**src/rtl/rsq_pkg.sv**
```systemverilog
package rsq_pkg;

  typedef enum logic [1:0] {
    SW_UP   = 2'd0,
    SW_DOWN = 2'd1,
    SW_ADV  = 2'd2,
    SW_HOLD = 2'd3
  } sweep_st_e;

  // Divider modulus, encoded as its numeric value.
  function automatic logic [2:0] div_of(input logic std, input logic [1:0] sel);
    logic [2:0] d;
    if (std) begin
      if (sel == 2'b00)      d = 3'd4;
      else if (sel == 2'b11) d = 3'd1;
      else                   d = 3'd2;
    end else begin
      d = sel[1] ? 3'd2 : 3'd4;
    end
    return d;
  endfunction

  function automatic logic curve_low_of(input logic std, input logic [1:0] sel);
    return std & sel[0];
  endfunction

  // Next rate code after a failed cycle.
  function automatic logic [1:0] next_rate(input logic std, input logic [1:0] cur);
    logic [1:0] n;
    if (std) n = cur + 2'd1;
    else     n = {~cur[1], cur[0]};
    return n;
  endfunction

endpackage

```
**src/rtl/rsq_dwell_timer.sv**
```systemverilog
module rsq_dwell_timer #(
  parameter int DWELL = 16
) (
  input  logic clk,
  input  logic rst_n,
  input  logic run,
  output logic tick
);
  localparam int TW = (DWELL > 1) ? $clog2(DWELL) : 1;
  localparam logic [TW-1:0] LAST = TW'(DWELL - 1);

  logic [TW-1:0] cnt_q;

  assign tick = run && (cnt_q == LAST);

  always_ff @(posedge clk or negedge rst_n) begin
    if (!rst_n)      cnt_q <= '0;
    else if (!run)   cnt_q <= '0;
    else if (tick)   cnt_q <= '0;
    else             cnt_q <= cnt_q + 1'b1;
  end

  // the dwell count never passes its last value
  p_dwell_range_r2: assert property (@(posedge clk) disable iff (!rst_n)
    cnt_q <= LAST);

  // a stopped timer restarts from zero
  p_dwell_clear_r10: assert property (@(posedge clk) disable iff (!rst_n)
    !run |=> cnt_q == '0);

endmodule

```
**src/rtl/rsq_sweep_ctrl.sv**
```systemverilog
module rsq_sweep_ctrl
  import rsq_pkg::*;
#(
  parameter int CODE_W  = 8,
  parameter int BAND_LO = 115,
  parameter int BAND_HI = 141
) (
  input  logic              clk,
  input  logic              rst_n,
  input  logic              tick,
  input  logic              halt,
  output logic [CODE_W-1:0] code,
  output logic              sweeping,
  output logic              cycle_done
);
  localparam logic [CODE_W-1:0] LO_C = CODE_W'(BAND_LO);
  localparam logic [CODE_W-1:0] HI_C = CODE_W'(BAND_HI);

  sweep_st_e         st_q;
  logic [CODE_W-1:0] code_q;

  assign code       = code_q;
  assign sweeping   = ((st_q == SW_UP) || (st_q == SW_DOWN)) && !halt;
  assign cycle_done = (st_q == SW_ADV) && !halt;

  always_ff @(posedge clk or negedge rst_n) begin
    if (!rst_n) begin
      st_q   <= SW_UP;
      code_q <= LO_C;
    end else if (halt) begin
      st_q <= SW_HOLD;
    end else begin
      case (st_q)
        SW_UP: if (tick) begin
          if (code_q == HI_C) begin
            st_q   <= SW_DOWN;
            code_q <= code_q - 1'b1;
          end else begin
            code_q <= code_q + 1'b1;
          end
        end
        SW_DOWN: if (tick) begin
          if (code_q == LO_C) st_q <= SW_ADV;
          else                code_q <= code_q - 1'b1;
        end
        SW_ADV:  st_q <= SW_UP;
        default: begin
          st_q   <= SW_UP;
          code_q <= LO_C;
        end
      endcase
    end
  end

  // the code stays inside the band
  p_in_band_r2: assert property (@(posedge clk) disable iff (!rst_n)
    (code_q >= LO_C) && (code_q <= HI_C));

  // during the up ramp the code moves only on a dwell tick
  p_up_dwell_r2: assert property (@(posedge clk) disable iff (!rst_n)
    (st_q == SW_UP) && !halt && !tick |=> $stable(code_q));

  // the advance clock sits at the band bottom
  p_adv_at_lo_r3: assert property (@(posedge clk) disable iff (!rst_n)
    (st_q == SW_ADV) |-> code_q == LO_C);

  // a halted sweep keeps its code
  p_freeze_r10: assert property (@(posedge clk) disable iff (!rst_n)
    halt |=> code_q == $past(code_q));

  // leaving hold restarts from the band bottom
  p_restart_r10: assert property (@(posedge clk) disable iff (!rst_n)
    (st_q == SW_HOLD) && !halt |=> code_q == LO_C);

endmodule

```
**src/rtl/rsq_rate_ctr.sv**
```systemverilog
module rsq_rate_ctr
  import rsq_pkg::*;
(
  input  logic       clk,
  input  logic       rst_n,
  input  logic       advance,
  input  logic       std_sel,
  output logic [1:0] rate_cnt
);
  logic [1:0] cnt_q;

  assign rate_cnt = cnt_q;

  always_ff @(posedge clk or negedge rst_n) begin
    if (!rst_n)       cnt_q <= 2'd0;
    else if (advance) cnt_q <= next_rate(std_sel, cnt_q);
  end

  // without an advance pulse the counter is latched
  p_latched_r11: assert property (@(posedge clk) disable iff (!rst_n)
    !advance |=> $stable(cnt_q));

  // standard set steps by one
  p_step_r4: assert property (@(posedge clk) disable iff (!rst_n)
    advance && std_sel |=> cnt_q == 2'($past(cnt_q) + 2'd1));

  // two-modulus set toggles bit 1 only
  p_toggle_r5: assert property (@(posedge clk) disable iff (!rst_n)
    advance && !std_sel |=> cnt_q == ($past(cnt_q) ^ 2'b10));

endmodule

```
**src/rtl/rsq_rate_map.sv**
```systemverilog
module rsq_rate_map
  import rsq_pkg::*;
(
  input  logic       auto_mode,
  input  logic       std_sel,
  input  logic [1:0] rate_in,
  input  logic [1:0] rate_cnt,
  output logic [2:0] div_mod,
  output logic       curve_low,
  output logic [1:0] rate_out,
  output logic       rate_drive
);
  logic [1:0] sel;

  always_comb begin
    sel        = auto_mode ? rate_cnt : rate_in;
    div_mod    = div_of(std_sel, sel);
    curve_low  = curve_low_of(std_sel, sel);
    rate_out   = rate_cnt;
    rate_drive = auto_mode;
  end

endmodule

```
**src/rtl/rate_scan_seq.sv**
```systemverilog
module rate_scan_seq #(
  parameter int CODE_W    = 8,
  parameter int CENTER    = 128,
  parameter int HALF_SPAN = 13,
  parameter int DWELL     = 16
) (
  input  logic              clk,
  input  logic              rst_n,
  input  logic              auto_mode,
  input  logic              std_sel,
  input  logic [1:0]        rate_in,
  input  logic              data_present,
  input  logic              lock,
  output logic [CODE_W-1:0] sweep_code,
  output logic [2:0]        div_mod,
  output logic              curve_low,
  output logic [1:0]        rate_out,
  output logic              rate_drive
);
  localparam int BAND_LO = CENTER - HALF_SPAN;
  localparam int BAND_HI = CENTER + HALF_SPAN;

  logic       halt;
  logic       tick;
  logic       sweeping;
  logic       cycle_done;
  logic       advance;
  logic [1:0] rate_cnt;

  assign halt    = lock || !data_present;
  assign advance = cycle_done && auto_mode;

  rsq_dwell_timer #(.DWELL(DWELL)) u_timer (
    .clk  (clk),
    .rst_n(rst_n),
    .run  (sweeping),
    .tick (tick)
  );

  rsq_sweep_ctrl #(
    .CODE_W (CODE_W),
    .BAND_LO(BAND_LO),
    .BAND_HI(BAND_HI)
  ) u_sweep (
    .clk       (clk),
    .rst_n     (rst_n),
    .tick      (tick),
    .halt      (halt),
    .code      (sweep_code),
    .sweeping  (sweeping),
    .cycle_done(cycle_done)
  );

  rsq_rate_ctr u_ctr (
    .clk     (clk),
    .rst_n   (rst_n),
    .advance (advance),
    .std_sel (std_sel),
    .rate_cnt(rate_cnt)
  );

  rsq_rate_map u_map (
    .auto_mode (auto_mode),
    .std_sel   (std_sel),
    .rate_in   (rate_in),
    .rate_cnt  (rate_cnt),
    .div_mod   (div_mod),
    .curve_low (curve_low),
    .rate_out  (rate_out),
    .rate_drive(rate_drive)
  );

  // the low curve never pairs with the divide-by-4 setting
  p_curve_div_r9: assert property (@(posedge clk) disable iff (!rst_n)
    curve_low |-> div_mod != 3'd4);

  // in manual mode the counter never moves
  p_manual_hold_r6: assert property (@(posedge clk) disable iff (!rst_n)
    !auto_mode |=> rate_out == $past(rate_out));

endmodule

```
**config.mk**
```make
export PLATFORM = sky130hd
export DESIGN_NAME = rate_scan_seq
export DESIGN_NICKNAME = d
export VERILOG_FILES = /design/src/rtl/rsq_pkg.sv /design/src/rtl/rsq_dwell_timer.sv /design/src/rtl/rsq_sweep_ctrl.sv /design/src/rtl/rsq_rate_ctr.sv /design/src/rtl/rsq_rate_map.sv /design/src/rtl/rate_scan_seq.sv
export SDC_FILE = /design/constraint.sdc
export NUM_CORES = 1
export LEC_CHECK = 0
export BUFFER_PORTS_ARGS = -buffer_cell sky130_fd_sc_hd__buf_2
export CORE_MARGIN = 2
export CORE_UTILIZATION = 54
export DETAILED_ROUTE_END_ITERATION = 8
export PLACE_DENSITY = 0.81
export SYNTH_ARGS = -nofsm -noshare
export SYNTH_HDL_FRONTEND = slang
export SYNTH_SLANG_ARGS = --single-unit
```
**constraint.sdc**
```tcl
create_clock -name clk -period 2.55 [get_ports clk]
set_input_delay 0.6375 -clock clk [delete_from_list [all_inputs] [get_ports clk]]
set_output_delay 0.6375 -clock clk [all_outputs]
set_load 0.005 [all_outputs]
```
======== Word level (Yosys, flattened, before mapping) ========
Index checks and enable logic that the tools add are counted.
operators by class
  mux-type cells .......................... 19
  equal/unequal tests ..................... 13
  reduce and logical (&&, ||, !) cells .... 13
  bitwise gates (word level) .............. 4
  add/subtract/negate cells ............... 4
operator list
  operator               number
  $mux W8                4
  $pmux W8 S3            1
  $mux W2                8
  $ne A3 B2 Y1 const B   4
  $mux W3                3
  $add A8 B1 Y8 const B  1
  $eq A8 B7 Y1 const B   1
  $eq A8 B8 Y1 const B   1
  $mux W4                2
  $sub A8 B1 Y8 const B  1
  $ne A2 B2 Y1 const B   3
  $reduce_and A5 Y1      1
  $add A4 B1 Y4 const B  1
  $eq A2 B2 Y1 const B   2
  $eq A4 B4 Y1 const B   1
  $logic_and A1 B1 Y1    4
  $logic_not A2 Y1       2
  $pmux W2 S2            1
  $reduce_and A4 Y1      1
  $not A1 Y1             3
  $add A2 B1 Y2 const B  1
  $eq A2 B1 Y1 const B   1
  $logic_not A1 Y1       2
  $logic_or A1 B1 Y1     2
  2 further kinds        2
word-level totals
  input bits .............................. 8
  logic and storage cells ................. 58
  register bits ........................... 16
  output and inout bits ................... 15

======== Longest topological paths before layout ========
  word-level depth ........................ 8
  gate-level depth with buffers ........... 7
  gate-level depth less buffers ........... 7

======== Cells and area by module ========
A second synthesis with hierarchy kept.
unflattened totals
  cell total of the unflattened synthesis .. 134
  area, all modules ....................... 1196.1 um^2
modules (own cells, without submodules)
  module           cells an instance  seq. area each (um^2)  times used  area each (um^2)
  rsq_sweep_ctrl   96                 256.5                  1           813.3
  rsq_dwell_timer  15                 100.1                  1           173.9
  rsq_rate_map     14                 0.0                    1           112.6
  rsq_rate_ctr     7                  50.0                   1           83.8
  rate_scan_seq    2                  0.0                    1           12.5

======== Worst setup path before layout ========
Ideal clock, no wire load.
  path type ............................... input-to-output
  start ................................... input port auto_mode
  end ..................................... output port div_mod[1]
  buffers on the path ..................... 0
  path slack .............................. 564 ps
  required time ........................... 1913 ps
  stages .................................. 5
  arrival ................................. 1348 ps
  path through ............................ mux2_2 -> inv_1 -> ha_1 -> inv_1 -> a21oi_1
on the way
  longest elaborated chain between the ends .. 5
  elaborated cells on any way between the ends .. 7
  classes of those cells .................. eq/ne: 1; mux: 5; reduce/logical: 1
ends and longest elaborated chain
  what          line                 source
  from (decl)   rate_scan_seq.sv:9   input logic auto_mode,
  $mux W2 *     rsq_rate_map.sv:16   sel = auto_mode ? rate_cnt : rate_in;
  $eq A2 B2 Y1  rsq_pkg.sv:15        else if (sel == 2'b11) d = 3'd1;
  $mux W2       rsq_pkg.sv:15
  $mux W3       rsq_pkg.sv:14        if (sel == 2'b00) d = 3'd4;
  $mux W3 *     rsq_pkg.sv:13        if (std) begin
  to (decl)     rate_scan_seq.sv:15  output logic [2:0] div_mod,
Every way passes the cells marked *; elsewhere a longest branch is shown, timed or not.

======== Worst setup path in the final report ========
Same ends and word-level chain as after synthesis.

==> impl_metrics.py <==
metrics = {
    "global_route": {
        "grt_pass1_wl_mm": 4.71,
        "grt-busiest-layer": "met2",
        "overflow": 0,
        "use_met2_pct": 39.2,
        "grt_use_met1_pct": 31.4,
        "track_usage_pct": 23.7,
        "grt_max_degree": 17,
        "grt_use_met3_pct": 3.22,
        "antenna_found_initial": 0,
        "first_global_vias": 1058,
    },
    "synthesis": {
        "synth.top_cell.area_share_pct": 22.9,
        "synth_nets": 147,
        "synth-edff-count": 0,
        "synth_area_per_cell_sq_um": 9.05,
        "yosysSeqAreaShare_pct": 33.8,
        "synth.area.top_cells": "dfrtp_1 (23%), dfstp_2 (11%), ha_1 (6.2%)",
        "synthFlopType": "dfrtp_1",
        "ys_ff_latch": 16,
        "synthDistinctLibCells": 47,
        "synth-async-reset-ratio_pct": 100,
        "ys_warn_count": 0,
        "yosys-top-cells-count": "nor2_1 (13), dfrtp_1 (11), inv_1 (9)",
        "netlist_instances": 133,
        "synth_area_sq_um": 1200,
        "yosysTopAreaCell": "dfrtp_1",
        "yosys.cell_count.top_type": "nor2_1",
    },
    "setup_path": {
        "startpoint": "auto_mode",
        "cp.required_ns": 1.91,
        "cp.arrival_ns": 1.66,
        "path_cells": "buf_2 -> mux2_2 -> inv_1 -> ha_1 -> inv_1 -> a21oi_1 -> buf_2",
        "crit_slowest_cell": "mux2_2",
        "critical_path_class": "input pin to output port",
        "ff2ff_setup_slack_ns": 0.51,
        "startpoint_type": "input pin",
        "r2r_start": "u_sweep.code[0]",
        "cp_slowest_stage_delay_ns": 0.37,
        "r2r-end": "u_sweep.code[2]",
        "endpoint_kind": "output port",
        "reg2reg_depth": 6,
        "crit_fanout": 5,
    },
    "clock_tree": {
        "clkTransAtPathRegs_ns": 0.11,
        "htree_levels": 1,
        "cts_hold_buf": 0,
        "clock-root-buffer": "clkbuf_4",
        "tritoncts": "built",
        "clkSinkCount": 16,
        "numCtsBuffers": 3,
        "postCtsResizedCells": 0,
        "clk_path_buf_depth": 2,
        "clock_latency_ns": 0.30,
        "cts_setup_buffers": 0,
    },
    "timing": {
        "fin_tns_setup_ns": 0,
        "period_needed_ns": 2.29,
        "setup_viol": 0,
        "fin_hold_ws_ns": 0.223,
        "fmax_ghz": 0.436,
        "slew_headroom_pct": 61.1,
        "skew_ns": 0.0106,
        "rsz0062_at_grt": "false",
        "tightest_slew_ns": 0.581,
        "slew_viol_final": 0,
        "hold_viol_final": 0,
        "post-route-period-util_pct": 90.0,
    },
    "place": {
        "gp_congestion": 0.912,
        "port_buffers": 22,
        "detailed_place.area_sq_um": 1300,
        "hpwl_mm": 2.00,
    },
    "routing": {
        "wl_per_cell_um": 15.2,
        "wl_mm": 2.73,
        "drt-pass1-iter-count": 6,
        "vias": 1100,
        "drc": 0,
        "viasPerCell": 6.11,
        "ant_nets": 0,
        "drt_iter0_markers": 30,
    },
    "power": {
        "leakagePower_nw": 0.599,
        "p_per_area_nw_per_um2": 667,
        "fin_total_pwr_uw": 893,
        "ir_drop_mv": 0.334,
    },
    "floorplan": {
        "boundaryPins": 23,
        "start_util_pct": 56.0,
        "die-area_sq_um": 2620,
        "num_rows": 17,
        "core_area_sq_um": 2150,
        "die_w_um": 51.2,
        "die_h_um": 51.2,
    },
    "cells_and_area": {
        "nets": 167,
        "fillers": 191,
        "area_growth_pct": 11.2,
        "postLayoutCellArea_sq_um": 1340,
        "antenna_cells": 0,
        "post-route-util_pct": 62.3,
        "drive_gt1_share_pct": 26.3,
    },
    "run_status": {
        "status": "complete, no violations",
    },
    "worst_hold_path": {
        "hold_class": "input pin to asynchronous set/reset pin",
    },
    "run": {
        "max_cap_violations": 0,
    },
}
-- registers in the layout (all words and copies together) (netlist names) --
register        cells
u_sweep.code        8
u_ctr.rate_cnt      2
u_sweep.st_q        2
u_timer.cnt_q       4
-- where the power goes --
group | internal [mW] | total (mW) | switching (mW) | leakage, nW
logic | 0.148 | 0.300 | 0.152 | 0.385
registers | 0.314 | 0.416 | 0.102 | 0.194
clock network | 0.0872 | 0.177 | 0.0902 | 0.0210
total | 0.549 | 0.893 | 0.344 | 0.599
-- critical path, delay by kind of cell --
family,cells,cell delay [ns]
buf+inv,4,0.38
mux,1,0.37
fa+ha+maj,1,0.22
compound gates,1,0.05
-- cells in the final DEF (no fill, tap or decap), types with 2 or more instances in the layout --
cell type | synthesis | layout
ha_1 | 6 | 6
nor3_1 | 6 | 6
o21ai_0 | 6 | 6
o31ai_1 | 2 | 2
nand2b_1 | 2 | 2
a22oi_1 | 2 | 2
nand3_1 | 4 | 4
a31oi_1 | 3 | 3
inv_1 | 9 | 9
o21ai_1 | 2 | 2
nor2_1 | 13 | 13
nor2b_1 | 4 | 4
xnor2_1 | 3 | 3
a21oi_1 | 8 | 8
clkbuf_4 | 0 | 3
xor2_1 | 2 | 2
nand2_1 | 8 | 8
and2_1 | 2 | 2
buf_2 | 4 | 22
nand4_1 | 4 | 4
dfstp_2 | 5 | 5
dfrtp_1 | 11 | 11
-- metrics by stage --
stage	instances	setup WS, ns
2_1_floorplan	133	0.564
3_3_place_gp	176	0.297
3_5_place_dp	176	0.255
4_1_cts	180	0.253
5_1_grt	180	0.191
6_report	180	0.256
-- logic make-up after synthesis --
family / synth area share [%]
flip-flops: 33.8
AO/OA/AOI/OAI: 23.7
buffers and inverters: 6.65
XOR/XNOR: 3.64
AND/OR/NAND/NOR: 24.2
adder cells (fa/ha/maj): 6.24
multiplexers: 1.77
-- area by class of cell --
| class | instances | area (sq um) | area share [%] |
|---|---|---|---|
| clock buffer | 4 | 36.3 | 2.71 |
| inverter | 9 | 33.8 | 2.52 |
| multi-input combinational | 101 | 717 | 53.6 |
| sequential | 16 | 407 | 30.4 |
| tap | 28 | 35.0 | 2.62 |
| timing repair buffer | 22 | 110 | 8.22 |
-- routing by layer --
metal	wire (um)	share of wire (%)
met5	0	0
met4	35	1.3
met3	143	5.2
met2	1390	51
met1	1160	43
-- worst max-delay path by stage --
stage	slack [ns]	end
CTS	0.25	div_mod[1]
floorplan	0.56	div_mod[1]
global route	0.19	div_mod[1]
detailed placement	0.26	div_mod[1]
global placement	0.30	div_mod[1]
finish	0.26	div_mod[1]
Power figures use the tool's default switching activity.
